## config.mk

```make
export PLATFORM = sky130hd
export DESIGN_NAME = scr_mem_front
export DESIGN_NICKNAME = d
export VERILOG_FILES = /design/src/rtl/scr_pkg.sv /design/src/rtl/scr_chunk_sp.sv /design/src/rtl/scr_diffuse.sv /design/src/rtl/scr_ks_fit.sv /design/src/rtl/scr_store.sv /design/src/rtl/scr_mem_front.sv
export SDC_FILE = /design/constraint.sdc
export NUM_CORES = 1
export LEC_CHECK = 0
export BUFFER_PORTS_ARGS = -buffer_cell sky130_fd_sc_hd__buf_2
export CAP_MARGIN = 5
export CORE_ASPECT_RATIO = 0.5
export CORE_UTILIZATION = 30
export CTS_CLUSTER_SIZE = 20
export DETAILED_ROUTE_END_ITERATION = 16
export SYNTH_ARGS = -nofsm -noshare
export SYNTH_HDL_FRONTEND = slang
export SYNTH_HIERARCHICAL = 1
export SYNTH_SLANG_ARGS = --single-unit
```

## constraint.sdc

```tcl
create_clock -name clk_i -period 3.2 [get_ports clk_i]
set_input_delay 0.16 -clock clk_i [delete_from_list [all_inputs] [get_ports clk_i]]
set_output_delay 0.16 -clock clk_i [all_outputs]
set_load 0.05 [all_outputs]
```

## src/rtl/scr_pkg.sv

```systemverilog
// Package with the nibble substitution shared by the diffusion network.
// Assumes 4-bit nibbles. The inverse table is derived, not stored.
package scr_pkg;

    // Forward nibble substitution.
    function automatic logic [3:0] sbox_fwd(input logic [3:0] n);
        logic [3:0] r;
        case (n)
            4'h0: r = 4'hC;  4'h1: r = 4'h5;  4'h2: r = 4'h6;  4'h3: r = 4'hB;
            4'h4: r = 4'h9;  4'h5: r = 4'h0;  4'h6: r = 4'hA;  4'h7: r = 4'hD;
            4'h8: r = 4'h3;  4'h9: r = 4'hE;  4'hA: r = 4'hF;  4'hB: r = 4'h8;
            4'hC: r = 4'h4;  4'hD: r = 4'h7;  4'hE: r = 4'h1;  default: r = 4'h2;
        endcase
        return r;
    endfunction

    // Inverse nibble substitution found by searching the forward table.
    function automatic logic [3:0] sbox_inv(input logic [3:0] n);
        logic [3:0] r;
        r = 4'h0;
        for (int v = 0; v < 16; v++) begin
            if (sbox_fwd(4'(v)) == n) r = 4'(v);
        end
        return r;
    endfunction

endpackage

```

## src/rtl/scr_chunk_sp.sv

```systemverilog
// Keyless substitution-permutation network on one chunk.
// It runs forward or inverse, chosen by Inverse. Assumes W is a multiple of 4.
module scr_chunk_sp #(
    parameter int W       = 8,
    parameter int Rounds  = 2,
    parameter bit Inverse = 1'b0
) (
    input  logic [W-1:0] in_i,
    output logic [W-1:0] out_o
);
    import scr_pkg::*;

    localparam int NumNib = W / 4;
    localparam int Half   = W / 2;

    function automatic logic [W-1:0] subst(input logic [W-1:0] x, input bit inv);
        logic [W-1:0] y;
        for (int k = 0; k < NumNib; k++) begin
            y[k*4 +: 4] = inv ? sbox_inv(x[k*4 +: 4]) : sbox_fwd(x[k*4 +: 4]);
        end
        return y;
    endfunction

    function automatic logic [W-1:0] flip(input logic [W-1:0] x);
        logic [W-1:0] y;
        for (int k = 0; k < W; k++) y[k] = x[W-1-k];
        return y;
    endfunction

    function automatic logic [W-1:0] gather(input logic [W-1:0] x);
        logic [W-1:0] y;
        for (int k = 0; k < Half; k++) begin
            y[k]        = x[2*k];
            y[k + Half] = x[2*k + 1];
        end
        return y;
    endfunction

    function automatic logic [W-1:0] scatter(input logic [W-1:0] x);
        logic [W-1:0] y;
        for (int k = 0; k < Half; k++) begin
            y[2*k]     = x[k];
            y[2*k + 1] = x[k + Half];
        end
        return y;
    endfunction

    function automatic logic [W-1:0] fwd_f(input logic [W-1:0] x);
        logic [W-1:0] s;
        s = x;
        for (int r = 0; r < Rounds; r++) s = gather(flip(subst(s, 1'b0)));
        return s;
    endfunction

    function automatic logic [W-1:0] inv_f(input logic [W-1:0] x);
        logic [W-1:0] s;
        s = x;
        for (int r = 0; r < Rounds; r++) s = subst(flip(scatter(s)), 1'b1);
        return s;
    endfunction

    // Apply the selected direction of the network.
    always_comb begin
        out_o = Inverse ? inv_f(in_i) : fwd_f(in_i);
    end

    // Confirm the opposite direction restores the chunk.
    always_comb begin

        roundtrip_chk: assert (Inverse ? (fwd_f(out_o) == in_i) : (inv_f(out_o) == in_i));
    end

endmodule

```

## src/rtl/scr_diffuse.sv

```systemverilog
// Applies the chunk network across a full word, one instance per chunk.
// Assumes Width is a multiple of DiffWidth. Rounds = 0 passes data through.
module scr_diffuse #(
    parameter int Width     = 32,
    parameter int DiffWidth = 8,
    parameter int Rounds    = 2,
    parameter bit Inverse   = 1'b0
) (
    input  logic [Width-1:0] data_i,
    output logic [Width-1:0] data_o
);
    localparam int NumChunks = Width / DiffWidth;

    if (Rounds == 0) begin : g_bypass
        assign data_o = data_i;
    end else begin : g_net
        for (genvar j = 0; j < NumChunks; j++) begin : g_chunk
            scr_chunk_sp #(
                .W      (DiffWidth),
                .Rounds (Rounds),
                .Inverse(Inverse)
            ) u_chunk (
                .in_i (data_i[j*DiffWidth +: DiffWidth]),
                .out_o(data_o[j*DiffWidth +: DiffWidth])
            );
        end
    end

endmodule

```

## src/rtl/scr_ks_fit.sv

```systemverilog
// Fits a 64-bit keystream block to the data width. Bit i takes block bit i mod 64.
// This cuts the block for narrow words and repeats it for wide words.
module scr_ks_fit #(
    parameter int Width = 32
) (
    input  logic [63:0]      ks_i,
    output logic [Width-1:0] ks_o
);
    for (genvar i = 0; i < Width; i++) begin : g_bit
        assign ks_o[i] = ks_i[i % 64];
    end
endmodule

```

## src/rtl/scr_store.sv

```systemverilog
// Word store for ciphertext plus per-byte parity.
// Byte writes are enabled through their chunk. Read data is registered, so it is
// ready one cycle after re_i. The contents are not reset.
module scr_store #(
    parameter int Width        = 32,
    parameter int Depth        = 16,
    parameter int DiffWidth    = 8,
    parameter bit EnableParity = 1'b1
) (
    input  logic                       clk_i,
    input  logic                       we_i,
    input  logic                       re_i,
    input  logic [$clog2(Depth)-1:0]   addr_i,
    input  logic [Width-1:0]           wdata_i,
    input  logic [Width/8-1:0]         wpar_i,
    input  logic [Width/DiffWidth-1:0] wen_i,
    output logic [Width-1:0]           rdata_o,
    output logic [Width/8-1:0]         rpar_o
);
    localparam int NumBytes = Width / 8;

    logic [Width-1:0] mem [Depth];
    logic [Width-1:0] rdata_q;

    // Write the enabled bytes of the ciphertext word.
    always_ff @(posedge clk_i) begin
        if (we_i) begin
            for (int b = 0; b < NumBytes; b++) begin
                if (wen_i[(b*8)/DiffWidth]) mem[addr_i][b*8 +: 8] <= wdata_i[b*8 +: 8];
            end
        end
    end

    // Capture the addressed ciphertext word on a read.
    always_ff @(posedge clk_i) begin
        if (re_i) rdata_q <= mem[addr_i];
    end

    assign rdata_o = rdata_q;

    if (EnableParity) begin : g_par
        logic [NumBytes-1:0] pmem [Depth];
        logic [NumBytes-1:0] rpar_q;

        // Write the parity bits of the enabled bytes.
        always_ff @(posedge clk_i) begin
            if (we_i) begin
                for (int b = 0; b < NumBytes; b++) begin
                    if (wen_i[(b*8)/DiffWidth]) pmem[addr_i][b] <= wpar_i[b];
                end
            end
        end

        // Capture the parity bits together with the data word.
        always_ff @(posedge clk_i) begin
            if (re_i) rpar_q <= pmem[addr_i];
        end

        assign rpar_o = rpar_q;
    end else begin : g_nopar
        assign rpar_o = '0;
    end

endmodule

```

## src/rtl/scr_mem_front.sv

```systemverilog
// Counter-mode scrambling front end for a single-port word store.
// It presents {nonce, address} as the counter value and expects the matching keystream
// block in the same cycle. Writes are diffused and then XORed; reads are XORed and then
// diffused inversely. Read results appear one cycle after the grant.
module scr_mem_front #(
    parameter int Width         = 32,
    parameter int Depth         = 16,
    parameter int DiffWidth     = 8,
    parameter int NumDiffRounds = 2,
    parameter bit EnableParity  = 1'b1
) (
    input  logic                         clk_i,
    input  logic                         rst_ni,
    input  logic                         key_valid_i,
    input  logic [64-$clog2(Depth)-1:0]  nonce_i,
    input  logic                         req_i,
    input  logic                         write_i,
    input  logic [$clog2(Depth)-1:0]     addr_i,
    input  logic [Width-1:0]             wdata_i,
    input  logic [Width/DiffWidth-1:0]   wmask_i,
    input  logic [63:0]                  keystream_i,
    output logic                         gnt_o,
    output logic [63:0]                  iv_o,
    output logic [Width-1:0]             rdata_o,
    output logic                         rvalid_o,
    output logic [1:0]                   rerror_o
);
    localparam int NumBytes = Width / 8;

    logic                gnt, wr_go, rd_go;
    logic [Width-1:0]    diff_w, ks_w, ct_w;
    logic [NumBytes-1:0] par_w;
    logic [63:0]         ks_q;
    logic                rvalid_q;
    logic [Width-1:0]    ct_r, ks_r, plain_r;
    logic [NumBytes-1:0] par_r, par_calc;
    logic                par_bad;

    assign gnt   = req_i & key_valid_i;
    assign wr_go = gnt & write_i;
    assign rd_go = gnt & ~write_i;
    assign gnt_o = gnt;
    assign iv_o  = {nonce_i, addr_i};

    scr_diffuse #(.Width(Width), .DiffWidth(DiffWidth), .Rounds(NumDiffRounds), .Inverse(1'b0))
        u_diff_w (.data_i(wdata_i), .data_o(diff_w));

    scr_ks_fit #(.Width(Width)) u_fit_w (.ks_i(keystream_i), .ks_o(ks_w));

    assign ct_w = diff_w ^ ks_w;

    // Even parity of each plaintext write byte.
    always_comb begin
        for (int b = 0; b < NumBytes; b++) par_w[b] = ^wdata_i[b*8 +: 8];
    end

    scr_store #(.Width(Width), .Depth(Depth), .DiffWidth(DiffWidth), .EnableParity(EnableParity))
        u_store (
            .clk_i  (clk_i),
            .we_i   (wr_go),
            .re_i   (rd_go),
            .addr_i (addr_i),
            .wdata_i(ct_w),
            .wpar_i (par_w),
            .wen_i  (wmask_i),
            .rdata_o(ct_r),
            .rpar_o (par_r)
        );

    // Track the read response and hold the keystream sampled at the read grant.
    always_ff @(posedge clk_i) begin
        if (!rst_ni) begin
            rvalid_q <= 1'b0;
            ks_q     <= '0;
        end else begin
            rvalid_q <= rd_go;
            if (rd_go) ks_q <= keystream_i;
        end
    end

    scr_ks_fit #(.Width(Width)) u_fit_r (.ks_i(ks_q), .ks_o(ks_r));

    scr_diffuse #(.Width(Width), .DiffWidth(DiffWidth), .Rounds(NumDiffRounds), .Inverse(1'b1))
        u_diff_r (.data_i(ct_r ^ ks_r), .data_o(plain_r));

    // Recompute parity on the descrambled word and compare it with the stored bits.
    always_comb begin
        for (int b = 0; b < NumBytes; b++) par_calc[b] = ^plain_r[b*8 +: 8];
        par_bad = EnableParity && (par_calc != par_r);
    end

    assign rvalid_o = rvalid_q;
    assign rdata_o  = rvalid_q ? plain_r : '0;
    assign rerror_o = {rvalid_q & par_bad, 1'b0};


    rvalid_src_chk: assert property (@(posedge clk_i) disable iff (!rst_ni)
        rvalid_o |-> $past(req_i && key_valid_i && !write_i));


    blocked_req_chk: assert property (@(posedge clk_i) disable iff (!rst_ni)
        (req_i && !key_valid_i) |=> !rvalid_o);


    err_with_valid_chk: assert property (@(posedge clk_i) disable iff (!rst_ni)
        rerror_o[1] |-> rvalid_o);


    idle_quiet_chk: assert property (@(posedge clk_i) disable iff (!rst_ni)
        !rvalid_o |-> (rdata_o == '0 && rerror_o == 2'b00));

endmodule

```

==> implementation parameters <==
Parameter                              Value

Run status
  Result of the run    finished with violations
  Failing checks    negative setup slack

Final layout
  Non-Filler Cell Area, Final    44,000 µm²
  Growth of design area from synthesis to finish    26.0%
  Fraction of final layout cells with drive strength greater than 1    38.7%
  Final net count    3,294
  Core occupancy in the finished layout    38.2%
  Number of cells in the finished layout apart from fillers    4,651

Global route
  Wire length of the first global-routing pass    141 mm
  Met1 GRT Util    20.9%
  Via count of the first global-routing pass    23,753
  Met3 track demand over resource in global routing    2.03%
  Sum of overflow across all layers after global routing    0
  Number of antenna violations at the first check in global routing    7
  Combined global-route utilization of all metal layers    15.2%
  Met2 routing resource usage after global routing    25.4%
  Most utilized layer in the global route result    met2
  Pin count of the biggest net entering global routing    56

Worst setup path
  Family with the most delay on the worst path    compound AO/OA/AOI/OAI gates
  Max stage delay cell, worst path    o41a_4
  Slowest Stage Delay on Critical Path    500 ps
  Worst path cell trace    xor2_4 > nand2b_4 > mux2_4 > o211ai_1 > buf_4 > a21oi_2 > o21a_1 > a311oi_4 > xnor2_2 > xnor3_2 > xnor2_2 > o41a_4 > buf_12
  Sort of element at the start of the critical path    flop
  Buffer and inverter count on the worst path    2
  Most common cell on crit path    xnor2_2
  Critical Setup Path Class    reg -> out
  Startpoint of the lowest-slack register-to-register path    u_store/g_par.pmem[3][2]
  Worst setup path startpoint    u_store/rdata_o[18]
  Arrival time of data at the critical path endpoint    4320 ps
  Nature of the critical path endpoint    output pin
  CP required    3040 ps
  Peak fanout along the critical path    5

Drt
  Via count    23,495
  Count of nets left with antenna violations after detail routing    0
  First-pass detailed-route iteration total    6
  Starting DRC count in detailed routing    1,843
  Post-route DRC violation count    0
  Mean routed wirelength per cell    19.7 µm
  Vias per Instance    5.05
  Total wirelength of the detailed-routed design    91.7 mm

Logic synthesis
  Yosys warnings    6
  Total nets after synthesis    2,860
  Synth Instances    2,635
  Area of the mapped netlist    35,000 µm²
  Syn_area_per_cell    13.3 µm²

STA
  Peak Freq    0.223 GHz
  Final worst slack    -1280 ps
  Clk_skew    25.0 ps
  Final worst path period need    4480 ps
  Finish-stage setup viols    26
  Unrepaired setup endpoints after global routing    true
  Transition time at the pin with the least slew margin    1250 ps
  Worst max-slew margin expressed relative to the limit    16.3%
  Fraction of the cycle the final worst path needs    140%
  Final Slew Violations    0
  Count of endpoints failing hold in the final timing report    0

CTS
  Clock transition at the register clock pins on the worst setup and hold paths after CTS    60 ps
  Number of levels the H-tree was split into    3
  TritonCTS clock tree    done
  Max Root-Sink Buffers    3
  CTS sink count    645
  CTS Buf Count    68
  Clk_lat worst skew    620 ps
  Clk Tree Root Cell    clkbuf_16

Placement
  Cell Count Post-Placement    4,435
  RD Place Congestion    0.866
  DP Worst Slack    -1030 ps
  Port-buffer cells    115
  Estimated wirelength of the detail-placed design    63.9 mm
  Area post-placement    39,000 µm²

Floorplanning
  Overall die height    243 µm
  Cell row count    88
  Core footprint    115,000 µm²
  DIE AREA    118,000 µm²
  Die width    485 µm
  Effective utilization at floorplan    30.3%
  Number of top-level pins    269

Pwr
  Share of total power in the clock network    34.8%
  Switching power share of the total    26.5%
  Part of the power in registers    44.1%
  Combinational Power Share    21.2%
  Switch Pwr    5.98 mW
  Peak supply drop    359 µV
  Power density cells    512 nW/µm²
  Internal Dissipation    16.6 mW
  Total design power    22.6 mW
  Leakage power    15.4 nW

Worst hold path
  Worst hold-check path type    in -> reg
  Startpoint of the tightest hold check path    rst_ni

Job
  Number of max-cap violations    0
[placed cells by master (no fill, tap or decap), types with 16 or more instances in the layout]
master and n:
a21boi_0 26, a21oi_1 63, a21oi_2 20, a22oi_1 76
and2_4 31, buf_12 19, buf_2 80, buf_4 458
buf_6 65, buf_8 21, clkbuf_16 69, clkinv_1 16
dfxtp_1 31, dlygate4sd3_1 32, edfxtp_1 612, ha_1 56
inv_1 44, mux2i_1 17, mux4_2 164, nand2_1 247
nand3_1 17, nand4_1 16, nor2_1 152, nor2b_1 18
nor3_1 41, o211ai_1 24, o21ai_0 59, o21ai_1 16
o22ai_1 16, xnor2_1 61, xor2_1 63
[worst paths after layout]
kind                       end  slack [ps]  depth (start not counted)
max reg2reg  u_store/rpar_o[2]        1410                          3
min reg2reg            ks_q[1]         460                          2
min                   ks_q[25]         160                          2
max                rerror_o[1]       -1280                         13
[layout make-up]
class	count	area, µm²
sequential	645	19000
clock inverter	36	469
multi-input combinational	1625	15000
inverter	53	199
fill	10803	71300
timing repair buffer	676	5610
clock buffer	83	1790
antenna	3	7.51
tap	1530	1910
[metal layers]
layer,vias up,share of wire [%]
li1,10780,-
met1,11961,45
met2,614,48
met3,132,5.4
met4,8,1.7
met5,-,0.051
[state kept, by name, summed over array words and instances, names as in the netlist]
signal / flops
u_store/rdata_o: 32
rvalid_o: 1
u_store/g_par.pmem: 64
ks_q: 32
u_store/rpar_o: 4
u_store/mem: 512
[per-stage QoR]
step / TNS (ps) / hold WS, ps
after floorplan: -256 / 295
after CTS: -9080 / 157
after global placement: -1540 / 320
final: -7300 / 163
after detailed placement: -9090 / 320
after global routing: -11430 / 165
[power groups by stage]
stage / Combinational, mW / Sequential [mW] / Clock [mW]
finish: 4.77 / 9.94 / 7.84
global route: 5.15 / 9.94 / 8.29
CTS: 4.61 / 9.94 / 7.97
detailed placement: 4.23 / 10.1 / 0
global placement: 4.14 / 10.1 / 0
floorplan: 2.85 / 10.1 / 0
[what timing repair did]
item	4_1_cts	5_1_grt
hold buffers	32	0
buffers inserted	68	27
gates cloned	2	1
endpoints found under the setup margin	33	33
pin swaps	107	85
gates resized for setup	289	126
endpoints found under the hold margin	32	0
Note: power is estimated with default switching activity, not from simulation.
